## src/rtl/ea_pkg.sv

```systemverilog
package ea_pkg;
  typedef enum logic [2:0] {
    M_REG_IND = 3'd0,
    M_ABS     = 3'd1,
    M_DISP    = 3'd2,
    M_INDEXED = 3'd3,
    M_SCALED  = 3'd4,
    M_MEM_IND = 3'd5,
    M_AUTOINC = 3'd6,
    M_AUTODEC = 3'd7
  } ea_mode_e;

  typedef enum logic {
    ST_IDLE = 1'b0,
    ST_PTR  = 1'b1
  } ea_state_e;
endpackage

```

## src/rtl/ea_shift.sv

```systemverilog
module ea_shift #(
  parameter int unsigned W      = 32,
  parameter int unsigned STEP_W = 2
) (
  input  logic [W-1:0]      val_i,
  input  logic [STEP_W-1:0] step_i,
  output logic [W-1:0]      shifted_o,
  output logic [W-1:0]      d_o
);
  localparam int unsigned N_STEP = 1 << STEP_W;

  logic [W-1:0] sh_opts [N_STEP];
  logic [W-1:0] d_opts  [N_STEP];

  for (genvar g = 0; g < N_STEP; g++) begin : g_opt
    assign sh_opts[g] = val_i << g;
    assign d_opts[g]  = W'(1) << g;
  end

  assign shifted_o = sh_opts[step_i];
  assign d_o       = d_opts[step_i];
endmodule

```

## src/rtl/ea_calc.sv

```systemverilog
module ea_calc
  import ea_pkg::*;
#(
  parameter int unsigned ADDR_W = 32,
  parameter int unsigned IMM_W  = 16,
  parameter int unsigned STEP_W = 2
) (
  input  logic [2:0]        mode_i,
  input  logic [ADDR_W-1:0] base_i,
  input  logic [ADDR_W-1:0] index_i,
  input  logic [IMM_W-1:0]  imm_i,
  input  logic [STEP_W-1:0] step_i,
  output logic [ADDR_W-1:0] ea_o,
  output logic              wb_en_o,
  output logic [ADDR_W-1:0] wb_data_o
);
  localparam int unsigned EXT_W = ADDR_W - IMM_W;

  logic [ADDR_W-1:0] imm_x, idx_sh, d_val, base_inc, base_dec;

  assign imm_x = {{EXT_W{imm_i[IMM_W-1]}}, imm_i};

  ea_shift #(.W(ADDR_W), .STEP_W(STEP_W)) u_shift (
    .val_i     (index_i),
    .step_i    (step_i),
    .shifted_o (idx_sh),
    .d_o       (d_val)
  );

  assign base_inc = base_i + d_val;
  assign base_dec = base_i - d_val;

  always_comb begin
    ea_o      = base_i;
    wb_en_o   = 1'b0;
    wb_data_o = base_inc;
    unique case (ea_mode_e'(mode_i))
      M_REG_IND: ea_o = base_i;
      M_ABS:     ea_o = imm_x;
      M_DISP:    ea_o = base_i + imm_x;
      M_INDEXED: ea_o = base_i + index_i;
      M_SCALED:  ea_o = imm_x + base_i + idx_sh;
      M_MEM_IND: ea_o = base_i;  // pointer address
      M_AUTOINC: begin
        ea_o      = base_i;
        wb_en_o   = 1'b1;
        wb_data_o = base_inc;
      end
      M_AUTODEC: begin
        ea_o      = base_dec;
        wb_en_o   = 1'b1;
        wb_data_o = base_dec;
      end
      default:   ea_o = base_i;
    endcase
  end
endmodule

```

## src/rtl/ea_ctrl.sv

```systemverilog
module ea_ctrl
  import ea_pkg::*;
#(
  parameter int unsigned ADDR_W = 32
) (
  input  logic              clk_i,
  input  logic              rst_ni,
  input  logic              start_i,
  input  logic              is_ind_i,
  input  logic [ADDR_W-1:0] calc_ea_i,
  input  logic              calc_wb_en_i,
  input  logic [ADDR_W-1:0] calc_wb_i,
  input  logic [ADDR_W-1:0] ptr_data_i,
  input  logic              ptr_ack_i,
  output logic [ADDR_W-1:0] ea_o,
  output logic              ea_valid_o,
  output logic              ptr_rd_o,
  output logic              busy_o,
  output logic              wb_en_o,
  output logic [ADDR_W-1:0] wb_data_o
);
  ea_state_e         st_q;
  logic [ADDR_W-1:0] ea_q, wb_q;
  logic              vld_q, wb_en_q, ptr_q;

  always_ff @(posedge clk_i or negedge rst_ni) begin
    if (!rst_ni) begin
      st_q    <= ST_IDLE;
      ea_q    <= '0;
      wb_q    <= '0;
      vld_q   <= 1'b0;
      wb_en_q <= 1'b0;
      ptr_q   <= 1'b0;
    end else begin
      vld_q   <= 1'b0;
      wb_en_q <= 1'b0;
      unique case (st_q)
        ST_IDLE: begin
          if (start_i) begin
            ea_q <= calc_ea_i;
            if (is_ind_i) begin
              st_q  <= ST_PTR;
              ptr_q <= 1'b1;
            end else begin
              vld_q   <= 1'b1;
              wb_en_q <= calc_wb_en_i;
              wb_q    <= calc_wb_i;
            end
          end
        end
        ST_PTR: begin
          if (ptr_ack_i) begin
            st_q  <= ST_IDLE;
            ptr_q <= 1'b0;
            ea_q  <= ptr_data_i;
            vld_q <= 1'b1;
          end
        end
        default: st_q <= ST_IDLE;
      endcase
    end
  end

  assign ea_o       = ea_q;
  assign ea_valid_o = vld_q;
  assign ptr_rd_o   = ptr_q;
  assign busy_o     = (st_q == ST_PTR);
  assign wb_en_o    = wb_en_q;
  assign wb_data_o  = wb_q;
endmodule

```

## src/rtl/ea_gen.sv

```systemverilog
module ea_gen
  import ea_pkg::*;
#(
  parameter int unsigned ADDR_W = 32,
  parameter int unsigned IMM_W  = 16
) (
  input  logic              clk_i,
  input  logic              rst_ni,
  input  logic              start_i,
  input  logic [2:0]        mode_i,
  input  logic [ADDR_W-1:0] base_i,
  input  logic [ADDR_W-1:0] index_i,
  input  logic [IMM_W-1:0]  imm_i,
  input  logic [1:0]        step_i,
  input  logic [ADDR_W-1:0] ptr_data_i,
  input  logic              ptr_ack_i,
  output logic [ADDR_W-1:0] ea_o,
  output logic              ea_valid_o,
  output logic              ptr_rd_o,
  output logic              busy_o,
  output logic              wb_en_o,
  output logic [ADDR_W-1:0] wb_data_o
);
  logic [ADDR_W-1:0] calc_ea, calc_wb;
  logic              calc_wb_en, is_ind;

  assign is_ind = (ea_mode_e'(mode_i) == M_MEM_IND);

  ea_calc #(.ADDR_W(ADDR_W), .IMM_W(IMM_W), .STEP_W(2)) u_calc (
    .mode_i    (mode_i),
    .base_i    (base_i),
    .index_i   (index_i),
    .imm_i     (imm_i),
    .step_i    (step_i),
    .ea_o      (calc_ea),
    .wb_en_o   (calc_wb_en),
    .wb_data_o (calc_wb)
  );

  ea_ctrl #(.ADDR_W(ADDR_W)) u_ctrl (
    .clk_i        (clk_i),
    .rst_ni       (rst_ni),
    .start_i      (start_i),
    .is_ind_i     (is_ind),
    .calc_ea_i    (calc_ea),
    .calc_wb_en_i (calc_wb_en),
    .calc_wb_i    (calc_wb),
    .ptr_data_i   (ptr_data_i),
    .ptr_ack_i    (ptr_ack_i),
    .ea_o         (ea_o),
    .ea_valid_o   (ea_valid_o),
    .ptr_rd_o     (ptr_rd_o),
    .busy_o       (busy_o),
    .wb_en_o      (wb_en_o),
    .wb_data_o    (wb_data_o)
  );
endmodule

```

## config.mk

```make
export PLATFORM = sky130hd
export DESIGN_NAME = ea_gen
export DESIGN_NICKNAME = d
export VERILOG_FILES = /design/src/rtl/ea_pkg.sv /design/src/rtl/ea_shift.sv /design/src/rtl/ea_calc.sv /design/src/rtl/ea_ctrl.sv /design/src/rtl/ea_gen.sv
export SDC_FILE = /design/constraint.sdc
export NUM_CORES = 1
export LEC_CHECK = 0
export BUFFER_PORTS_ARGS = -buffer_cell sky130_fd_sc_hd__buf_2
export CORE_MARGIN = 2
export CORE_UTILIZATION = 25
export DETAILED_ROUTE_END_ITERATION = 12
export PLACE_DENSITY = 0.5
export SYNTH_ARGS = -nofsm -noshare
export SYNTH_HDL_FRONTEND = slang
export SYNTH_HIERARCHICAL = 1
export SYNTH_SLANG_ARGS = --single-unit
```

## constraint.sdc

```tcl
create_clock -name clk_i -period 1.85 [get_ports clk_i]
set_input_delay 0.0925 -clock clk_i [delete_from_list [all_inputs] [get_ports clk_i]]
set_output_delay 0.0925 -clock clk_i [all_outputs]
set_load 0.02 [all_outputs]
```

==> impl_metrics.toml, run 1 <==
[run_status]
outcome = "complete, but fails checks"
violations = "negative setup slack"

[grt]
grt_overflow = 0
grt_pass1_wl_mm = 95.8
use_met1_pct = 26.7
grt_antenna_before_repair = 1
grt-busiest-layer = "met2"
grt_pass1_vias = 16700
use_met2_pct = 40.2
grt_max_degree = 37
grt_use_met3_pct = 2.32
grt.total_usage_pct = 22.0

[synthesis]
synth_top_cell_area_share_pct = 14.4
synthFlopType = "dfrtp_1"
netlist_top_cells_area = "ha_1 (14%), dfrtp_1 (12%), mux2i_1 (12%)"
synth_cells = 1725
synth-seq-cells = 68
synth_commonest_cells = "a21oi_1 (184), mux2i_1 (167), ha_1 (157)"
synth-edff-count = 0
ys_types = 88
ys_seq_area_share_pct = 12.5
async_reset_ff_share_pct = 100
yosys_warnings = 6
synth_area_leader_cell = "ha_1"
synth.avg_cell_area_sq_um = 7.91
synthesis.area_sq_mm = 0.0136
synth_most_common_cell = "a21oi_1"

[power]
max-vdd-ir-drop_v = 0.000521
clock_power_share_pct = 10.4
p_int_w = 0.00866
leakagePower_nw = 10.9
p_comb_share_pct = 75.3
swShare_pct = 44.8
sequentialPowerShare_pct = 14.2
p_sw_w = 0.00702
p_per_area_mw_per_mm2 = 690

[place]
gp_congestion = 0.960
place_ws_ns = -2.92
hpwl_mm = 52.9
placed_area_sq_mm = 0.0202
io_buffers = 188

[cells_and_area]
fin_util_pct = 42.1
multiInputGateArea_sq_mm = 0.0129
nets = 2817
regArea_sq_mm = 0.00170
drive_gt1_share_pct = 48.2
area_growth_pct = 66.4
n_fill_cell = 5424
design_area_sq_mm = 0.0227
n_antenna_cell = 0

[timing]
worstMarginPinSlew_ns = 0.712
grt_setup_unrepaired = "true"
finalCritPeriodShare_pct = 224
report.final.slew_viol_count = 0
max_slew_margin_pct = 52.6
setup_ws_ns = -2.30
max_clock_freq_mhz = 241
finalCriticalPeriod_ns = 4.15
hold_ws_ns = 0.0225
hold_viol = 0
skew_ns = 0.0117
finalSetupViolations = 58

[min_path]
min_to = "u_ctrl/ea_o[1]$_DFFE_PN0P_"
hp-start = "ptr_data_i[1]"
hold_class = "in2reg"
hold_depth = 3

[clocking]
cts_sinks = 68
path_clk_slew_ns = 0.06
htree_num_levels = 3
clk_path_buf_depth = 2
clk_latency_ns = 0.37
cts_inserted_buffers = 9
tritoncts = "done"
cts_root_buffer = "clkbuf_16"

[setup_path]
crit_required_ns = 2.07
ff2ff_setup_slack_ns = 0.39
critPathKind = "in2reg"
startpoint_type = "input port"
cp_max_fo = 3
r2r_cells = 3
cp-end-kind = "flop"
rr_startpoint = "u_ctrl/busy_o$_DFF_PN0_"
worstReg2RegEnd = "u_ctrl/wb_data_o[20]$_DFFE_PN0P_"
crit_arrival_ns = 4.37

[route]
via_per_inst = 5.04
via_count = 16300
wl_mm = 63.8
wl_per_cell_microns = 19.7
drc_errors = 0
ant_nets = 0
firstDrtPassIters = 5
initialDrtViolationCount = 964

[die]
ios = 189
start_util_pct = 25.3
core_sq_mm = 0.0539
fp.dieH_microns = 238
fp-row-count = 85
die-area_sq_mm = 0.0565
die_w_microns = 238

[job]
cap_violations = 0
[worst max path at each step]
stage	startpoint	to	slack (ns)	cells after the start
5_1_grt	base_i[0]	u_ctrl/ea_o[29]$_DFFE_PN0P_	-2.57	25
3_3_place_gp	base_i[0]	u_ctrl/ea_o[31]$_DFFE_PN0P_	-2.83	26
3_5_place_dp	base_i[4]	u_ctrl/ea_o[25]$_DFFE_PN0P_	-2.92	24
6_report	base_i[0]	u_ctrl/ea_o[24]$_DFFE_PN0P_	-2.30	26
2_1_floorplan	base_i[0]	u_ctrl/ea_o[29]$_DFFE_PN0P_	-2.24	24
4_1_cts	base_i[0]	u_ctrl/ea_o[24]$_DFFE_PN0P_	-2.25	26
[sequential cells by signal, summed over array words and instances, names as in the netlist]
register           flops
u_ctrl/wb_en_o         1
u_ctrl/ea_valid_o      1
u_ctrl/busy_o          1
u_ctrl/ptr_rd_o        1
u_ctrl/ea_o           32
u_ctrl/wb_data_o      32
[worst max-delay path, stage by stage]
cell and delay [ns]:
buf_8 0.10, ha_4 0.15, inv_2 0.05, fa_2 0.21, nor2b_2 0.05, o31a_1 0.31
o31ai_2 0.17, buf_4 0.19, nand2b_1 0.07, a21o_1 0.18, a31oi_1 0.16, xnor2_1 0.12
ha_1 0.34, and3_4 0.20, and2_4 0.17, nand2_4 0.06, a2111oi_4 0.25, buf_4 0.19
nor4b_4 0.06, o31ai_4 0.27, a21o_1 0.19, a21oi_2 0.07, xnor2_2 0.15, a221o_1 0.33
mux2i_1 0.14, mux2i_1 0.08
[cell type report]
class	count	share of cell area [%]
multi-input cells	1477	56.9
repair buffers	891	29.2
flip-flops and latches	68	7.50
well taps	696	3.83
inverters	87	1.48
clock buffers	11	1.02
clock inverters	5	0.127
[kinds of logic after synthesis]
family                   Yosys count  synth area share (%)
flip-flops                        68                  12.5
adder cells (fa/ha/maj)          163                  15.2
XOR/XNOR                         133                  8.64
other                              1                0.0275
AO/OA/AOI/OAI                    577                  27.9
buffers and inverters            207                  7.36
multiplexers                     203                  15.2
AND/OR/NAND/NOR                  373                  13.2
[layout by cell type, fill, tap and decap left out, types with 59 or more instances in the layout]
| cell type | instances |
|---|---|
| a21o_1 | 59 |
| a21oi_1 | 129 |
| buf_2 | 182 |
| buf_4 | 632 |
| buf_6 | 63 |
| dfrtp_1 | 67 |
| ha_1 | 138 |
| inv_1 | 72 |
| mux2i_1 | 165 |
| nand2_1 | 83 |
| nor2_1 | 96 |
| xnor2_1 | 75 |
[metrics by stage]
stage,total power [W],TNS (ns),instances
4_1_cts,0.0151,-78.46,3214
6_report,0.0157,-83.77,3235
3_5_place_dp,0.0122,-106.56,3140
2_1_floorplan,0.00762,-67.76,1752
5_1_grt,0.0167,-92.15,3235
3_3_place_gp,0.0121,-104.16,3140
[repair_timing]
item,4_1_cts,5_1_grt
setup buffers,68,41
resized for setup,228,121
pin swaps,155,118
endpoints found under the setup margin,60,60
hold buffers,1,0
hold endpoints to repair,35,0
gates cloned,1,0
[power by group through the flow]
stage / logic (W) / clock network [W] / registers [W]
after floorplan: 0.00489 / 0 / 0.00274
after global placement: 0.00986 / 0 / 0.00223
after detailed placement: 0.00992 / 0 / 0.00225
after CTS: 0.0112 / 0.00170 / 0.00223
after global routing: 0.0126 / 0.00175 / 0.00229
final: 0.0118 / 0.00163 / 0.00223
[routing by layer]
| layer | vias to the layer above | wire, microns |
|---|---|---|
| met4 | 2 | 2620 |
| met2 | 445 | 31700 |
| met1 | 7796 | 27100 |
| met3 | 104 | 2440 |
| li1 | 7955 | - |
| met5 | - | 16 |
(Power assumes the default switching activity.)
==> inputs of run 2 (changes only) <==
--- a/config.mk
+++ b/config.mk
@@ -9,7 +9,7 @@
 export CORE_MARGIN = 2
 export CORE_UTILIZATION = 25
 export DETAILED_ROUTE_END_ITERATION = 12
-export PLACE_DENSITY = 0.5
+export PLACE_DENSITY = 0.46
 export SYNTH_ARGS = -nofsm -noshare
 export SYNTH_HDL_FRONTEND = slang
 export SYNTH_HIERARCHICAL = 1
==> constraint.sdc (replaced) <==
create_clock -name clk_i -period 1.85 [get_ports clk_i]
set_input_delay 0.0925 -clock clk_i [delete_from_list [all_inputs] [get_ports clk_i]]
set_output_delay 0.0925 -clock clk_i [all_outputs]
set_load 0.1 [all_outputs]
==> run 2 against run 1 <==
The run still ends with negative setup slack left. Critical endpoint is now u_ctrl/ea_o[30]$_DFFE_PN0P_. Sequential power hardly changed. Non-clock buffer count is 1 higher. Total power is 21% higher.
==> impl_metrics.toml, run 2 (synthesized netlist as in run 1, its figures left out) <==
[cells_and_area]
area_growth_pct = 68.4
final_cell_mix = "buf_4 (641), buf_2 (181), mux2i_1 (166), ha_1 (137), a21oi_1 (123)"
layout.cells.non_filler = 3236
multiInputGateArea_sq_mm = 0.0131
fin_util_pct = 42.6
n_antenna_cell = 0
drive_gt1_share_pct = 48.8
nets = 2818
design_area_sq_mm = 0.0230
layout_commonest_cell = "buf_4"
regArea_sq_mm = 0.00170
n_fill_cell = 5376

[clocking]
clk_latency_ns = 0.36
cts_sinks = 68
cts_inserted_buffers = 9
cts_root_buffer = "clkbuf_16"
htree_num_levels = 3
tritoncts = "done"
clk_path_buf_depth = 2
path_clk_slew_ns = 0.07

[power]
p_per_area_mw_per_mm2 = 823
leakagePower_nw = 11.0
max-vdd-ir-drop_v = 0.000950

[die]
ios = 189
start_util_pct = 25.3
core_sq_mm = 0.0539
fp.dieH_microns = 238
die_w_microns = 238
die-area_sq_mm = 0.0565
fp-row-count = 85

[grt]
grt_antenna_before_repair = 2
grt.total_usage_pct = 22.8
grt_max_degree = 39
grt_pass1_wl_mm = 98.4
grt_overflow = 0
grt_pass1_vias = 16900

[route]
firstDrtPassIters = 5
via_per_inst = 5.03
drc_errors = 0
ant_nets = 0
initialDrtViolationCount = 916
wl_per_cell_microns = 20.3
via_count = 16300
wl_mm = 65.5

[job]
cap_violations = 0

[place]
placed_area_sq_mm = 0.0203
post-place-cells = 3143
gp_congestion = 0.961
io_buffers = 188
place_ws_ns = -2.97
hpwl_mm = 54.1

[timing]
setup_ws_ns = -2.31
finalCritPeriodShare_pct = 225
hold_ws_ns = 0.0203
report.final.slew_viol_count = 0
hold_viol = 0
max_clock_freq_mhz = 241
grt_setup_unrepaired = "true"
finalSetupViolations = 60
skew_ns = 0.0101
max_slew_margin_pct = 49.7
finalCriticalPeriod_ns = 4.16
worstMarginPinSlew_ns = 0.755

[setup_path]
cp-end-kind = "flop"
critPathKind = "in2reg"
startpoint_type = "input port"
crit_required_ns = 2.07
cp_max_fo = 4
crit_arrival_ns = 4.38

[run_status]
outcome = "complete, but fails checks"
violations = "negative setup slack"

[min_path]
hold_class = "in2reg"
==> run 2: area by class of cell <==
cell class	instances	share of cell area, %
Multi-Input combinational cell	1477	57.1
Timing Repair Buffer	892	28.9
Sequential cell	68	7.41
Tap cell	696	3.79
Inverter	87	1.46
Clock buffer	11	1.10
Clock inverter	5	0.256
==> run 2: worst paths after layout <==
check / from / end / slack, ns / depth (start not counted)
min in group asynchronous: rst_ni / u_ctrl/ea_o[1]$_DFFE_PN0P_ / 0.22 / 2
worst min register to register: u_ctrl/wb_data_o[23]$_DFFE_PN0P_ / u_ctrl/wb_data_o[23]$_DFFE_PN0P_ / 0.50 / 1
worst max register to register: u_ctrl/busy_o$_DFF_PN0_ / u_ctrl/wb_data_o[22]$_DFFE_PN0P_ / 0.40 / 3
worst max-delay path: imm_i[0] / u_ctrl/ea_o[30]$_DFFE_PN0P_ / -2.31 / 26
worst min-delay path: ptr_data_i[9] / u_ctrl/ea_o[9]$_DFFE_PN0P_ / 0.02 / 3
max in group asynchronous: rst_ni / u_ctrl/wb_data_o[27]$_DFFE_PN0P_ / 1.02 / 3
==> run 2: critical path: stages <==
cell and delay (ns):
buf_8 0.10, ha_4 0.16, inv_4 0.05, fa_2 0.20, nor2b_2 0.04, o31a_1 0.31
o31ai_2 0.19, buf_4 0.20, o311ai_4 0.13, o31a_1 0.33, o41a_1 0.40, a31oi_1 0.23
a21boi_1 0.11, nor2_1 0.14, xnor2_1 0.15, ha_1 0.31, inv_2 0.12, o21bai_1 0.07
a21oi_1 0.15, o21ai_1 0.08, a31oi_1 0.19, xnor2_1 0.15, a21oi_1 0.16, nand4_1 0.09
mux2i_1 0.14, mux2i_1 0.09
==> run 2: repair_timing <==
action / CTS / global route
pin swaps: 142 / 123
hold buffers: 1 / 0
endpoints found under the hold margin: 30 / 0
resized for setup: 253 / 119
setup buffers: 71 / 39
endpoints found under the setup margin: 60 / 60
==> run 2: through the flow <==
step	setup TNS [ns]	power, W
after global placement	-106.58	0.0149
after detailed placement	-108.96	0.0150
final	-81.89	0.0189
after global routing	-89.42	0.0199
after CTS	-78.97	0.0184
after floorplan	-68.01	0.0103
==> run 2: layer usage <==
metal  global-route usage (%)  wire [microns]  vias to the layer above
li1                         -               -                     7944
met1                     27.8           28300                     7819
met2                     41.2           32300                      410
met3                     2.40            2160                      114
met4                     8.27            2780                        4
met5                        0              20                        -
==> run 2: report_power, final <==
part / total (W) / leakage, nW / internal (W) / switching (W)
Combinational: 0.0148 / 10.0 / 0.00591 / 0.00885
Sequential: 0.00224 / 0.805 / 0.00192 / 0.000316
Clock: 0.00191 / 0.148 / 0.00112 / 0.000794
Total: 0.0189 / 11.0 / 0.00896 / 0.00996
